### src/rtl/dma_arb_pkg.sv
package dma_arb_pkg;
  localparam int DEF_NUM_CH = 6;

  typedef enum logic [2:0] {
    PICK_HOLD,
    PICK_IDLE,
    PICK_PRIO,
    PICK_RESUME,
    PICK_ROTATE
  } pick_kind_e;
endpackage

### src/rtl/dma_arb_rr_pick.sv
module dma_arb_rr_pick #(
  parameter int N  = 6,
  parameter int IW = $clog2(N)
) (
  input  logic [N-1:0]  req,
  input  logic [IW-1:0] last,
  output logic          found,
  output logic [IW-1:0] idx
);
  int cand;

  // Walk offsets from farthest to nearest so that the nearest requester
  // after 'last' is the one left in idx.
  always_comb begin
    found = 1'b0;
    idx   = '0;
    cand  = 0;
    for (int off = N; off >= 1; off--) begin
      cand = int'(last) + off;
      if (cand >= N) cand = cand - N;
      if (req[cand]) begin
        found = 1'b1;
        idx   = IW'(cand);
      end
    end
  end
endmodule

### src/rtl/dma_arb_code_enc.sv
module dma_arb_code_enc #(
  parameter int N  = 6,
  parameter int CW = $clog2(N + 1)
) (
  input  logic [N-1:0]  onehot,
  output logic [CW-1:0] code
);
  always_comb begin
    code = '0;
    for (int i = 0; i < N; i++) begin
      if (onehot[i]) code = code | CW'(i + 1);
    end
  end
endmodule

### src/rtl/dma_burst_arbiter.sv
module dma_burst_arbiter
  import dma_arb_pkg::*;
#(
  parameter int NUM_CH = DEF_NUM_CH,
  parameter int IW     = $clog2(NUM_CH),
  parameter int CODE_W = $clog2(NUM_CH + 1)
) (
  input  logic              clk,
  input  logic              rst_n,
  input  logic [NUM_CH-1:0] req,
  input  logic              burst_done,
  input  logic              ch1_high_pri,
  input  logic              prio_reset,
  output logic [NUM_CH-1:0] grant,
  output logic [CODE_W-1:0] active_code,
  output logic [CODE_W-1:0] shadow_code
);
  localparam logic [IW-1:0]     LAST_INIT = IW'(NUM_CH - 1);
  localparam logic [NUM_CH-1:0] CH1_BIT   = NUM_CH'(1);

  logic [NUM_CH-1:0] grant_q, nxt_grant;
  logic [IW-1:0]     last_q, nxt_last, eff_last, rr_idx;
  logic [CODE_W-1:0] shadow_q, nxt_shadow, eff_shadow;
  logic              arb_slot, rr_found, shadow_hit;
  logic [NUM_CH-1:0] shadow_oh;
  pick_kind_e        kind;

  assign arb_slot   = (grant_q == '0) || burst_done;
  assign eff_last   = prio_reset ? LAST_INIT : last_q;
  assign eff_shadow = prio_reset ? '0 : shadow_q;

  dma_arb_rr_pick #(.N(NUM_CH), .IW(IW)) rr_i (
    .req   (req),
    .last  (eff_last),
    .found (rr_found),
    .idx   (rr_idx)
  );

  dma_arb_code_enc #(.N(NUM_CH), .CW(CODE_W)) enc_i (
    .onehot (grant_q),
    .code   (active_code)
  );

  // One-hot form of the kept channel, gated by its request.
  always_comb begin
    shadow_oh  = '0;
    shadow_hit = 1'b0;
    for (int i = 0; i < NUM_CH; i++) begin
      if (eff_shadow == CODE_W'(i + 1)) begin
        shadow_oh[i] = 1'b1;
        if (req[i]) shadow_hit = 1'b1;
      end
    end
  end

  // Decision priority: idle, channel-1 override, resume, rotation.
  always_comb begin
    kind = PICK_HOLD;
    if (arb_slot) begin
      if (req == '0)                      kind = PICK_IDLE;
      else if (ch1_high_pri && req[0])    kind = PICK_PRIO;
      else if (shadow_hit)                kind = PICK_RESUME;
      else if (rr_found)                  kind = PICK_ROTATE;
      else                                kind = PICK_IDLE;
    end
  end

  always_comb begin
    nxt_grant  = grant_q;
    nxt_last   = eff_last;
    nxt_shadow = eff_shadow;
    case (kind)
      PICK_IDLE: nxt_grant = '0;
      PICK_PRIO: begin
        nxt_grant  = CH1_BIT;
        nxt_last   = '0;
        nxt_shadow = (active_code == CODE_W'(1)) ? eff_shadow : active_code;
      end
      PICK_RESUME: begin
        nxt_grant  = shadow_oh;
        nxt_last   = IW'(eff_shadow - CODE_W'(1));
        nxt_shadow = '0;
      end
      PICK_ROTATE: begin
        nxt_grant  = CH1_BIT << rr_idx;
        nxt_last   = rr_idx;
        nxt_shadow = '0;
      end
      default: ;
    endcase
  end

  always_ff @(posedge clk or negedge rst_n) begin
    if (!rst_n) begin
      grant_q  <= '0;
      last_q   <= LAST_INIT;
      shadow_q <= '0;
    end else begin
      grant_q  <= nxt_grant;
      last_q   <= nxt_last;
      shadow_q <= nxt_shadow;
    end
  end

  assign grant       = grant_q;
  assign shadow_code = shadow_q;

  // ---------------- assertions ----------------
  assert_grant_onehot_R1: assert property (@(posedge clk) disable iff (!rst_n)
    $onehot0(grant));

  assert_code_range_R1: assert property (@(posedge clk) disable iff (!rst_n)
    active_code <= CODE_W'(NUM_CH));

  assert_grant_requested_R2: assert property (@(posedge clk) disable iff (!rst_n)
    arb_slot |=> ((grant & $past(req)) == grant));

  assert_grant_hold_R3: assert property (@(posedge clk) disable iff (!rst_n)
    (grant != '0 && !burst_done) |=> $stable(grant));

  assert_idle_drop_R4: assert property (@(posedge clk) disable iff (!rst_n)
    (arb_slot && req == '0) |=> (grant == '0 && active_code == '0));

  assert_ch1_wins_R6: assert property (@(posedge clk) disable iff (!rst_n)
    (arb_slot && ch1_high_pri && req[0]) |=> grant[0]);

  assert_shadow_legal_R7: assert property (@(posedge clk) disable iff (!rst_n)
    (shadow_code != CODE_W'(1) && shadow_code <= CODE_W'(NUM_CH)));

  assert_shadow_cleared_R8: assert property (@(posedge clk) disable iff (!rst_n)
    (arb_slot && req != '0 && !(ch1_high_pri && req[0])) |=> shadow_code == '0);

  assert_prio_reset_R9: assert property (@(posedge clk) disable iff (!rst_n)
    (prio_reset && !(arb_slot && ch1_high_pri && req[0])) |=> shadow_code == '0);
endmodule

### config.mk
export PLATFORM = sky130hd
export DESIGN_NAME = dma_burst_arbiter
export DESIGN_NICKNAME = d
export VERILOG_FILES = /design/src/rtl/dma_arb_pkg.sv /design/src/rtl/dma_arb_rr_pick.sv /design/src/rtl/dma_arb_code_enc.sv /design/src/rtl/dma_burst_arbiter.sv
export SDC_FILE = /design/constraint.sdc
export NUM_CORES = 1
export LEC_CHECK = 0
export BUFFER_PORTS_ARGS = -buffer_cell sky130_fd_sc_hd__buf_4
export CAP_MARGIN = 0
export CORE_UTILIZATION = 45
export DETAILED_ROUTE_END_ITERATION = 8
export GPL_TIMING_DRIVEN = 0
export PLACE_DENSITY = 0.63
export SLEW_MARGIN = 20
export SYNTH_ARGS = -nofsm -noshare
export SYNTH_HDL_FRONTEND = slang
export SYNTH_HIERARCHICAL = 1
export SYNTH_SLANG_ARGS = --single-unit
### constraint.sdc
create_clock -name clk -period 9.1 [get_ports clk]
set_clock_uncertainty 0.2 [all_clocks]
set_input_delay 2.73 -clock clk [delete_from_list [all_inputs] [get_ports clk]]
set_output_delay 2.73 -clock clk [all_outputs]
set_load 0.01 [all_outputs]
# [After elaboration in Yosys (flattened, before gate mapping)]
# Cells that the tools add are included.
[word_totals] output_inout_bits=12 word_cells=117 reg_bits=12 input_bits=11
[op_classes] mux=71 order_cmp=12 shift=1 eq_ne=11 n_reduce_logical=6 addsub=13
[op_table] cell="$ge A32 B4 Y1 const B" count=6
[op_table] cell="$lt A32 B5 Y1 const B" count=6
[op_table] cell="$mux W32" count=6
[op_table] cell="$sub A32 B4 Y32 const B" count=6
[op_table] cell="$mux W3" count=17
[op_table] cell="$mux W1" count=37
[op_table] cell="$pmux W6 S4" count=1
[op_table] cell="$bmux W1 S3" count=6
[op_table] cell="$add A3 B3 Y4 const B" count=3
[op_table] cell="$eq A3 B2 Y1 const B" count=4
[op_table] cell="$eq A3 B3 Y1 const B" count=4
[op_table] cell="$logic_not A6 Y1" count=2
[op_table] cell="$eq A3 B1 Y1 const B" count=3
[op_table] cell="$pmux W3 S3" count=1
[op_table] cell="$add A3 B2 Y4 const B" count=2
[op_table] cell="$pmux W3 S2" count=1
[op_table] cell="$shl A1 B3 Y6 const A" count=1
[op_table] cell="$add A3 B1 Y4 const B" count=1
[op_table] cell="$mux W2" count=2
[op_table] cell="$reduce_bool A4 Y1" count=1
[op_table] cell="$sub A3 B1 Y3 const B" count=1
[op_table] cell="$reduce_or A2 Y1" count=1
[op_table] cell="$logic_and A1 B1 Y1" count=1
[op_table] cell="$logic_or A1 B1 Y1" count=1

# [Depth between registers and ports, before layout]
# Gate-level depths: netlist (run 1).
[depth] depth_word=21 ltp_mapped=17 depth_no_buf=15

# [Cells and area by module]
# Netlist (run 1), hierarchy kept.
[modules_own_cells] mod="dma_arb_rr_pick" area_per_inst_um2=962.2 cells_per_inst=129 seq_area_each_um2=0.0 instances=1
[modules_own_cells] mod="dma_burst_arbiter" area_per_inst_um2=842.1 cells_per_inst=91 seq_area_each_um2=302.8 instances=1
[modules_own_cells] mod="dma_arb_code_enc" area_per_inst_um2=18.8 cells_per_inst=3 seq_area_each_um2=0.0 instances=1

# [Worst setup path before layout (run 1)]
# No wires, ideal clock.
[synth_timing] path_kind="input -> register" from="input prio_reset" to="register last_q[1]" path_slack_ns=2.894 path_stages=10 arrival_time_ns=5.910 setup_time_ns=0.095 n_path_buf=2 t_required_ns=8.805 path_cell_list="nor2_1 -> inv_1 -> ha_1 -> buf_2 -> clkbuf_1 -> nor3_1 -> or4b_4 -> or4_1 -> o311a_4 -> o32ai_2"
[synth_between] elab_chain_len=20 word_cells_on_any_way=83 classes_between="add/sub: 13; order compare: 6; eq/ne: 9; mux: 55"
[synth_rtl] element="from (decl)" line_no="dma_burst_arbiter.sv:13" source="input logic prio_reset,"
[synth_rtl] element="$mux W3 (*)" line_no="dma_burst_arbiter.sv:29" source="assign eff_last = prio_reset ? LAST_INIT : last_q;"
[synth_rtl] element="$add A3 B3 Y4" line_no="dma_arb_rr_pick.sv:19" source="cand = int'(last) + off;"
[synth_rtl] element="$sub A32 B4 Y32 or $ge A32 B4 Y1 (tied branches)" line_no="dma_arb_rr_pick.sv:20" source="if (cand >= N) cand = cand - N;"
[synth_rtl] element="$mux W32" line_no="dma_arb_rr_pick.sv:20"
[synth_rtl] element="$bmux W1 S3" line_no="dma_arb_rr_pick.sv:21" source="if (req[cand]) begin"
[synth_rtl] element="$mux W1 (implied by the code) (2 in a row)" line_no="dma_arb_rr_pick.sv:21"
[synth_rtl] element="$mux W1 (5 in a row)" line_no="dma_arb_rr_pick.sv:21"
[synth_rtl] element="$mux W1 (*)" line_no="dma_arb_rr_pick.sv:21"
[synth_rtl] element="net rr_found" line_no="dma_burst_arbiter.sv:24" source="logic arb_slot, rr_found, shadow_hit;"
[synth_rtl] element="$mux W3 (*)" line_no="dma_burst_arbiter.sv:63" source="else if (rr_found) kind = PICK_ROTATE;"
[synth_rtl] element="$mux W3 (*)" line_no="dma_burst_arbiter.sv:62" source="else if (shadow_hit) kind = PICK_RESUME;"
[synth_rtl] element="$mux W3 (*)" line_no="dma_burst_arbiter.sv:61" source="else if (ch1_high_pri && req[0]) kind = PICK_PRIO;"
[synth_rtl] element="$mux W3 (*)" line_no="dma_burst_arbiter.sv:60" source="if (req == '0) kind = PICK_IDLE;"
[synth_rtl] element="$mux W3 (*)" line_no="dma_burst_arbiter.sv:59" source="if (arb_slot) begin"
[synth_rtl] element="$eq A3 B3 Y1 or $eq A3 B2 Y1 (tied branches)" line_no="dma_burst_arbiter.sv:72" source="case (kind)"
[synth_rtl] element="$pmux W3 S3 (*)" line_no="dma_burst_arbiter.sv:72"
[synth_rtl] element="net nxt_last[1]" line_no="dma_burst_arbiter.sv:22" source="logic [IW-1:0] last_q, nxt_last, eff_last, rr_idx;"
[synth_rtl] element="to (signal assigned)" line_no="dma_burst_arbiter.sv:100" source="last_q <= nxt_last;"
[synth_rtl] element="to (decl)" line_no="dma_burst_arbiter.sv:22"
# Mark *: on every way through the listed nets, which the timed path passes. The rest lies on a longest branch. The select of a mux whose other input is x is not followed.
# A chain may end at the register's enable or synchronous reset.

# [Worst setup path after layout (run 1)]
[layout_timing] from="input prio_reset" to="register last_q[1]"
[layout_between] word_cells_on_any_way=83 classes_between="add/sub: 13; order compare: 6; eq/ne: 9; mux: 55"
[layout_lines] element="$mux W3 (*)" line_no="dma_burst_arbiter.sv:29"
[layout_lines] element="net eff_last[1]" line_no="dma_burst_arbiter.sv:22"
[layout_lines] element="$add A3 B3 Y4" line_no="dma_arb_rr_pick.sv:19"
[layout_lines] element="$sub A32 B4 Y32 or $ge A32 B4 Y1 (tied branches)" line_no="dma_arb_rr_pick.sv:20"
[layout_lines] element="$mux W32" line_no="dma_arb_rr_pick.sv:20"
[layout_lines] element="$bmux W1 S3" line_no="dma_arb_rr_pick.sv:21"
[layout_lines] element="$mux W1 (implied by the code) (2 in a row)" line_no="dma_arb_rr_pick.sv:21"
[layout_lines] element="$mux W3 (5 in a row)" line_no="dma_arb_rr_pick.sv:21"
[layout_lines] element="$mux W3 (*)" line_no="dma_arb_rr_pick.sv:21"
[layout_lines] element="net rr_idx[1]" line_no="dma_burst_arbiter.sv:22"
[layout_lines] element="$pmux W3 S3 (*)" line_no="dma_burst_arbiter.sv:72"
[layout_lines] element="net nxt_last[1]" line_no="dma_burst_arbiter.sv:22"
# Marks and branches as above.

==> results.py, run 1 <==
metrics = {
    "worst_setup_path": {
        "slowest_delay_ns": 0.51,
        "reg2reg_depth": 16,
        "r2r-start": "last_q[1]",
        "r2r_slack_ns": 4.72,
        "critPathRequiredTime_ns": 9.04,
        "critPathKind": "in2reg",
        "critical_path_arrival_ns": 6.60,
        "path_cells": "buf_4 -> nor2_1 -> inv_1 -> ha_1 -> buf_2 -> inv_1 -> ha_1 -> a211o_1 -> a21oi_1 -> o31a_1 -> nand2b_1 -> a2111oi_0 -> a2bb2oi_1 -> and2_1 -> mux2i_1 -> o32ai_2",
        "critPathMaxFanout": 10,
        "cp-start-kind": "input pin",
        "cpMaxStageDelayCell": "nor2_1",
        "critPathLaunch": "prio_reset",
        "worst_setup_path_end_kind": "flip-flop",
        "r2r-end": "last_q[1]",
    },
    "detailed_routing": {
        "ant_nets": 0,
        "viasPerCell": 6.13,
        "drcViolationCount": 0,
        "detail_route.wl_per_cell_um": 16.0,
        "drt_iter0_markers": 143,
        "vias": 1822,
        "drt_pass1_iterations": 4,
        "wl_um": 4770,
    },
    "clock_tree": {
        "insertion_delay_ns": 0.24,
        "clock-root-buffer": "clkbuf_8",
        "cts_resized": 0,
        "htree_levels": 1,
        "cts_sinks": 12,
        "holdBufCountCts": 0,
        "clk_pin_slew_ns": 0.05,
        "cts_tree": "done",
        "cts.path.max_buffers": 2,
        "numCtsBuffers": 3,
        "postCtsSetupRepairBufs": 0,
    },
    "final_layout": {
        "fillCellCount": 394,
        "area_growth_pct": 14.8,
        "fin_nets": 276,
        "drive_gt1_frac": 0.205,
        "seqCellArea_sq_um": 303,
        "multiInputGateArea_sq_um": 1400,
        "diodes": 0,
    },
    "logic_synthesis": {
        "synthSimpleGateAreaFrac": 0.250,
        "yosysTopAreaCellShare": 0.137,
        "yosysTopAreaCell": "dfrtp_1",
        "syn_area_per_cell_sq_um": 8.17,
        "synth_compound_area_frac": 0.265,
        "ys_warn_count": 6,
        "seq_area_frac_synth": 0.166,
        "synth_seq_cells": 12,
        "muxShareOfSynthArea": 0.117,
        "synth_flop_cell": "dfrtp_1",
        "synthArstFlopShare": 1.00,
        "synth_adder_area_share": 0.103,
        "synthDistinctLibCells": 58,
        "synth_top_cells_by_area": "dfrtp_1, ha_1, mux2i_1, mux2_2, inv_1",
        "syn_inst": 223,
        "synth_top_family_by_area": "compound AO/OA/AOI/OAI gates",
        "synth-xor-area-share": 0.0336,
        "synth_edf_count": 0,
        "synth_area_sq_um": 1820,
        "synthesis.nets": 249,
        "ys_top_cells_by_count": "inv_1, nand2_1, ha_1",
    },
    "sta": {
        "slew-limit-headroom": 0.572,
        "worst_slew_pin_slew_ns": 0.639,
        "setup-tns-final_ns": 0,
        "drv_slew": 0,
        "fmax_mhz": 150,
        "fin_ws_ns": 2.44,
        "finalHoldViolations": 0,
        "min_period_ns": 6.66,
        "setup_viol": 0,
        "fin_crit_sh": 0.732,
        "rsz0062_at_grt": "false",
    },
    "min_path": {
        "min-delay-start": "grant[3]",
        "holdCritPathClass": "reg2reg",
        "min_to": "grant[3]",
        "hold_depth": 2,
    },
    "outcome": {
        "status": "complete, no violations",
    },
    "placement": {
        "port_buffers": 22,
        "place_ws_ns": 2.22,
        "place.gp.congestion": 0.891,
        "dp_hpwl_um": 3770,
    },
    "grt": {
        "met1_usage": 0.386,
        "antenna_found_initial": 0,
        "grt_util_all_layers": 0.239,
        "use_met3": 0.0434,
        "grt_pass1_vias": 1598,
        "met2_usage": 0.320,
        "grt-ovfl-total": 0,
        "grt_max_degree": 13,
        "grt-busiest-layer": "met1",
        "grt_pass1_wl_um": 7880,
    },
    "power": {
        "power_density_nw_per_um2": 298,
        "ir_drop_mv": 0.111,
        "p_leak_nw": 0.914,
    },
    "floorplan": {
        "fp.dieW_um": 65.7,
        "ios": 23,
        "row_count": 22,
        "fp.dieH_um": 65.7,
        "initial_core_util": 0.483,
        "dieArea_sq_um": 4310,
        "coreArea_sq_um": 3770,
    },
    "job": {
        "drv_cap": 0,
    },
}
critical path: cells and delay by family:
kind / cells / cell delay [ns]
AOI/OAI and AO/OA: 6 / 1.65
and+or+nand+nor: 3 / 0.82
buffers and inverters: 4 / 0.75
adders and majority gates: 2 / 0.56
muxes: 1 / 0.09
layout by cell type (no fill, tap or decap), types with 4 or more instances in the layout:
cell type,count
nand2b_1,6
buf_2,5
ha_1,15
nand2_1,17
o221ai_1,6
buf_4,22
xnor2_1,6
nand4_1,5
nand3_1,4
inv_1,17
nor3_1,8
mux2_2,6
clkbuf_1,6
a21oi_1,6
or3_1,5
dfrtp_1,10
o21ai_0,7
nor2b_1,6
and2_1,4
a31oi_1,7
mux2i_1,11
nor2_1,12
worst max path at each step:
stage | endpoint | depth (start not counted) | slack, ns
2_1_floorplan | last_q[1] | 10 | 2.89
3_3_place_gp | last_q[1] | 11 | 2.22
3_5_place_dp | last_q[1] | 11 | 2.22
4_1_cts | last_q[1] | 11 | 2.47
5_1_grt | last_q[1] | 16 | 2.06
6_report | last_q[1] | 16 | 2.44
through the flow:
stage | cells | total power, W | hold slack [ns] | instance area [sq um] | utilization
global placement | 293 | 0.000570 | 0.354 | 2050 | 0.543
finish | 297 | 0.000624 | 0.352 | 2090 | 0.555
CTS | 297 | 0.000621 | 0.355 | 2090 | 0.555
floorplan | 223 | 0.000449 | 0.332 | 1820 | -
global route | 297 | 0.000682 | 0.380 | 2090 | 0.555
detailed placement | 293 | 0.000569 | 0.343 | 2050 | 0.543
report_power, final:
part	internal, W	switching [W]	total, W	leakage (nW)
registers	0.0000759	0.0000162	0.0000921	0.155
clock network	0.0000308	0.0000188	0.0000496	0.0228
logic	0.000215	0.000267	0.000482	0.736
layer usage:
layer,up-vias,routed length (um)
met1,869,2530
met4,0,37
met2,45,1920
met3,7,283
li1,901,-
met5,-,0
final cells by class:
| cell class | count | share of cell area |
|---|---|---|
| inverter | 17 | 0.0305 |
| multi-input combinational | 183 | 0.669 |
| sequential | 12 | 0.145 |
| clock buffer | 4 | 0.0215 |
| buffer | 11 | 0.0263 |
| timing repair buffer | 22 | 0.0789 |
| tap | 48 | 0.0287 |
registers in the layout (all words and copies together), names as in the netlist:
name / cells
last_q: 3
shadow_code: 3
grant: 6
kinds of logic (layout without fill, tap and decap cells):
kind of cell | Yosys count | in the layout
XOR/XNOR | 7 | 7
AO/OA/AOI/OAI | 60 | 60
buffers and inverters | 28 | 54
multiplexers | 19 | 19
flip-flops | 12 | 12
adder cells (fa/ha/maj) | 15 | 15
AND/OR/NAND/NOR | 82 | 82
Power figures use the tool's default switching activity.
==> run 2: changes to the inputs <==
--- a/config.mk
+++ b/config.mk
@@ -5,12 +5,13 @@
 export SDC_FILE = /design/constraint.sdc
 export NUM_CORES = 1
 export LEC_CHECK = 0
+export ABC_AREA = 1
 export BUFFER_PORTS_ARGS = -buffer_cell sky130_fd_sc_hd__buf_4
 export CAP_MARGIN = 0
 export CORE_UTILIZATION = 45
 export DETAILED_ROUTE_END_ITERATION = 8
 export GPL_TIMING_DRIVEN = 0
-export PLACE_DENSITY = 0.63
+export PLACE_DENSITY = 0.65
 export SLEW_MARGIN = 20
 export SYNTH_ARGS = -nofsm -noshare
 export SYNTH_HDL_FRONTEND = slang
==> constraint.sdc (replaced) <==
create_clock -name clk -period 5.39 [get_ports clk]
set_clock_uncertainty 0.2 [all_clocks]
set_input_delay 1.617 -clock clk [delete_from_list [all_inputs] [get_ports clk]]
set_output_delay 1.617 -clock clk [all_outputs]
set_load 0.01 [all_outputs]
==> run 2 against run 1 <==
  * Setup slack got worse by 1.9 ns
  * Sequential power grew 73%
  * Largest power group unchanged
  * First-iteration DRC count rose by 4.9%
  * Via count up 1.3%
  * Cell area down 0.78%
  * Non-clock buffer count shrank 9
  * Total power is 110% higher
  * Critical path depth up 4
  * Clock-buffer cell count did not move
  * Combinational power increased by 120%
  * Largest cell class unchanged
  * Wire length fell by 7.7%
==> results.py, run 2 <==
metrics = {
    "outcome": {
        "status": "complete, no violations",
    },
    "worst_setup_path": {
        "slowest_delay_ns": 0.42,
        "critical_path_arrival_ns": 4.74,
        "worst_setup_path_end_kind": "flip-flop",
        "cpMaxStageDelayCell": "nor2_1",
        "critPathMaxFanout": 7,
        "cp_top_family": "simple AND/OR/NAND/NOR gates",
        "path_cells": "buf_4 -> nor2_1 -> inv_1 -> ha_1 -> inv_1 -> ha_1 -> inv_1 -> nand3_2 -> nor2_1 -> o22ai_1 -> nor2_1 -> nand2_1 -> nand2_2 -> clkinv_2 -> nand2_1 -> a21oi_1 -> o21ai_1 -> inv_1 -> nand4_1 -> nand3_1",
        "critPathKind": "in2reg",
        "critPathRequiredTime_ns": 5.31,
        "cp_num_buf_inv": 6,
        "cp-start-kind": "input pin",
        "cpMostUsedCell": "inv_1",
    },
    "job": {
        "drv_cap": 0,
    },
    "sta": {
        "worst_slew_pin_slew_ns": 0.522,
        "finalHoldViolations": 0,
        "setup_viol": 0,
        "holdWs_ns": 0.374,
        "fmax_mhz": 208,
        "fin_ws_ns": 0.574,
        "min_period_ns": 4.82,
        "slew-limit-headroom": 0.651,
        "rsz0062_at_grt": "false",
        "fin_crit_sh": 0.894,
        "drv_slew": 0,
        "setup-tns-final_ns": 0,
    },
    "detailed_routing": {
        "drcViolationCount": 0,
        "viasPerCell": 5.16,
        "ant_nets": 0,
        "drt_iter0_markers": 150,
        "drt_pass1_iterations": 4,
        "detail_route.wl_per_cell_um": 12.3,
        "wl_um": 4400,
        "vias": 1846,
    },
    "logic_synthesis": {
        "yosysTopAreaCell": "nand2_1",
        "synthArstFlopShare": 1.00,
        "ys_warn_count": 6,
        "synth_top_cells_by_area": "nand2_1, dfrtp_1, ha_1, nand3_1, inv_1",
        "synth_seq_cells": 12,
        "syn_inst": 284,
        "synthDistinctLibCells": 35,
        "synth_flop_cell": "dfrtp_1",
        "synth_area_sq_um": 1810,
        "yosysMostFrequentCell": "nand2_1",
        "synthesis.nets": 310,
        "yosysTopAreaCellShare": 0.162,
        "ys_top_cells_by_count": "nand2_1, inv_1, nand3_1",
        "syn_area_per_cell_sq_um": 6.36,
        "synth_edf_count": 0,
        "seq_area_frac_synth": 0.168,
    },
    "final_layout": {
        "diodes": 0,
        "final_common_cell": "nand2_1",
        "drive_gt1_frac": 0.232,
        "area_growth_pct": 15.0,
        "largest_reg_flops": 6,
        "fin_util": 0.555,
        "layout_common_cells": "nand2_1, inv_1, nand3_1",
        "fin_nets": 337,
    },
    "placement": {
        "place_ws_ns": 0.356,
        "place.gp.congestion": 0.928,
        "dp_hpwl_um": 3660,
        "port_buffers": 22,
    },
    "grt": {
        "grt_max_degree": 13,
        "grt_util_all_layers": 0.233,
        "grt_pass1_wl_um": 7710,
        "antenna_found_initial": 0,
        "grt-ovfl-total": 0,
        "grt_pass1_vias": 1767,
    },
    "clock_tree": {
        "insertion_delay_ns": 0.24,
        "cts_tree": "done",
        "postCtsSetupRepairBufs": 0,
        "numCtsBuffers": 3,
        "holdBufCountCts": 0,
        "cts_resized": 0,
        "clk_pin_slew_ns": 0.06,
        "cts_sinks": 12,
        "cts.path.max_buffers": 2,
        "htree_levels": 1,
        "clock-root-buffer": "clkbuf_8",
    },
    "floorplan": {
        "dieArea_sq_um": 4270,
        "ios": 23,
        "fp.dieW_um": 65.4,
        "initial_core_util": 0.483,
        "row_count": 22,
        "fp.dieH_um": 65.4,
        "coreArea_sq_um": 3740,
    },
    "min_path": {
        "holdCritPathClass": "reg2reg",
    },
    "power": {
        "ir_drop_mv": 0.327,
        "p_leak_nw": 1.15,
        "power_density_nw_per_um2": 636,
    },
}
run 2: area by class of cell:
class / instances / area (sq um)
plain buffers: 2 / 26.3
clock buffers: 4 / 45.0
fillers: 417 / 1670
inverters: 45 / 185
multi-input cells: 225 / 1290
flip-flops and latches: 12 / 303
well taps: 48 / 60.1
repair buffers: 22 / 165
run 2: routing by layer:
layer / routed length (um) / up-vias / GRT usage
met4: 78 / 0 / 0.0761
met5: 0 / - / 0
li1: - / 972 / -
met3: 141 / 7 / 0.0156
met2: 2180 / 39 / 0.425
met1: 1990 / 828 / 0.286
run 2: worst reg2reg max path, stage by stage, from the launching register on:
cell and delay [ns]:
dfrtp_1 0.32, inv_1 0.03, nor2_1 0.40, inv_1 0.24
ha_1 0.42, inv_1 0.12, ha_1 0.19, inv_1 0.06
nand3_2 0.09, nor2_1 0.10, o22ai_1 0.11, nor2_1 0.11
nand2_1 0.09, nand2_2 0.09, clkinv_2 0.08, nand2_1 0.08
a21oi_1 0.06, o21ai_1 0.40, inv_1 0.12, nand4_1 0.13
nand3_1 0.07
run 2: worst paths after layout:
kind | startpoint | endpoint | slack [ns] | cells past startpoint
setup / recovery | prio_reset | grant[2] | 0.57 | 20
hold / removal | grant[3] | grant[3] | 0.37 | 2
setup reg to reg | last_q[1] | grant[2] | 1.76 | 20
hold reg to reg | grant[3] | grant[3] | 0.37 | 2
max in group asynchronous | rst_n | last_q[2] | 3.75 | 1
min in group asynchronous | rst_n | grant[3] | 1.00 | 1
run 2: logic make-up (layout without fill, tap and decap cells):
logic type               after synthesis  count (layout)  share of synthesized area
flip-flops                            12              12                      0.168
buffers and inverters                 47              73                      0.117
AO/OA/AOI/OAI                         24              24                     0.0928
adder cells (fa/ha/maj)               15              15                      0.104
AND/OR/NAND/NOR                      183             183                      0.504
XOR/XNOR                               3               3                     0.0145
run 2: power breakdown:
group | switching (W) | total (W) | internal (W) | leakage, nW
registers | 0.0000264 | 0.000159 | 0.000133 | 0.156
logic | 0.000694 | 0.00108 | 0.000383 | 0.968
clock network | 0.0000336 | 0.0000858 | 0.0000521 | 0.0228
run 2: metrics by stage:
step	power, W	cell area, sq um	instances
finish	0.00132	2080	358
global placement	0.00122	2030	354
global route	0.00148	2080	358
detailed placement	0.00123	2030	354
CTS	0.00132	2080	358
floorplan	0.000987	1810	284
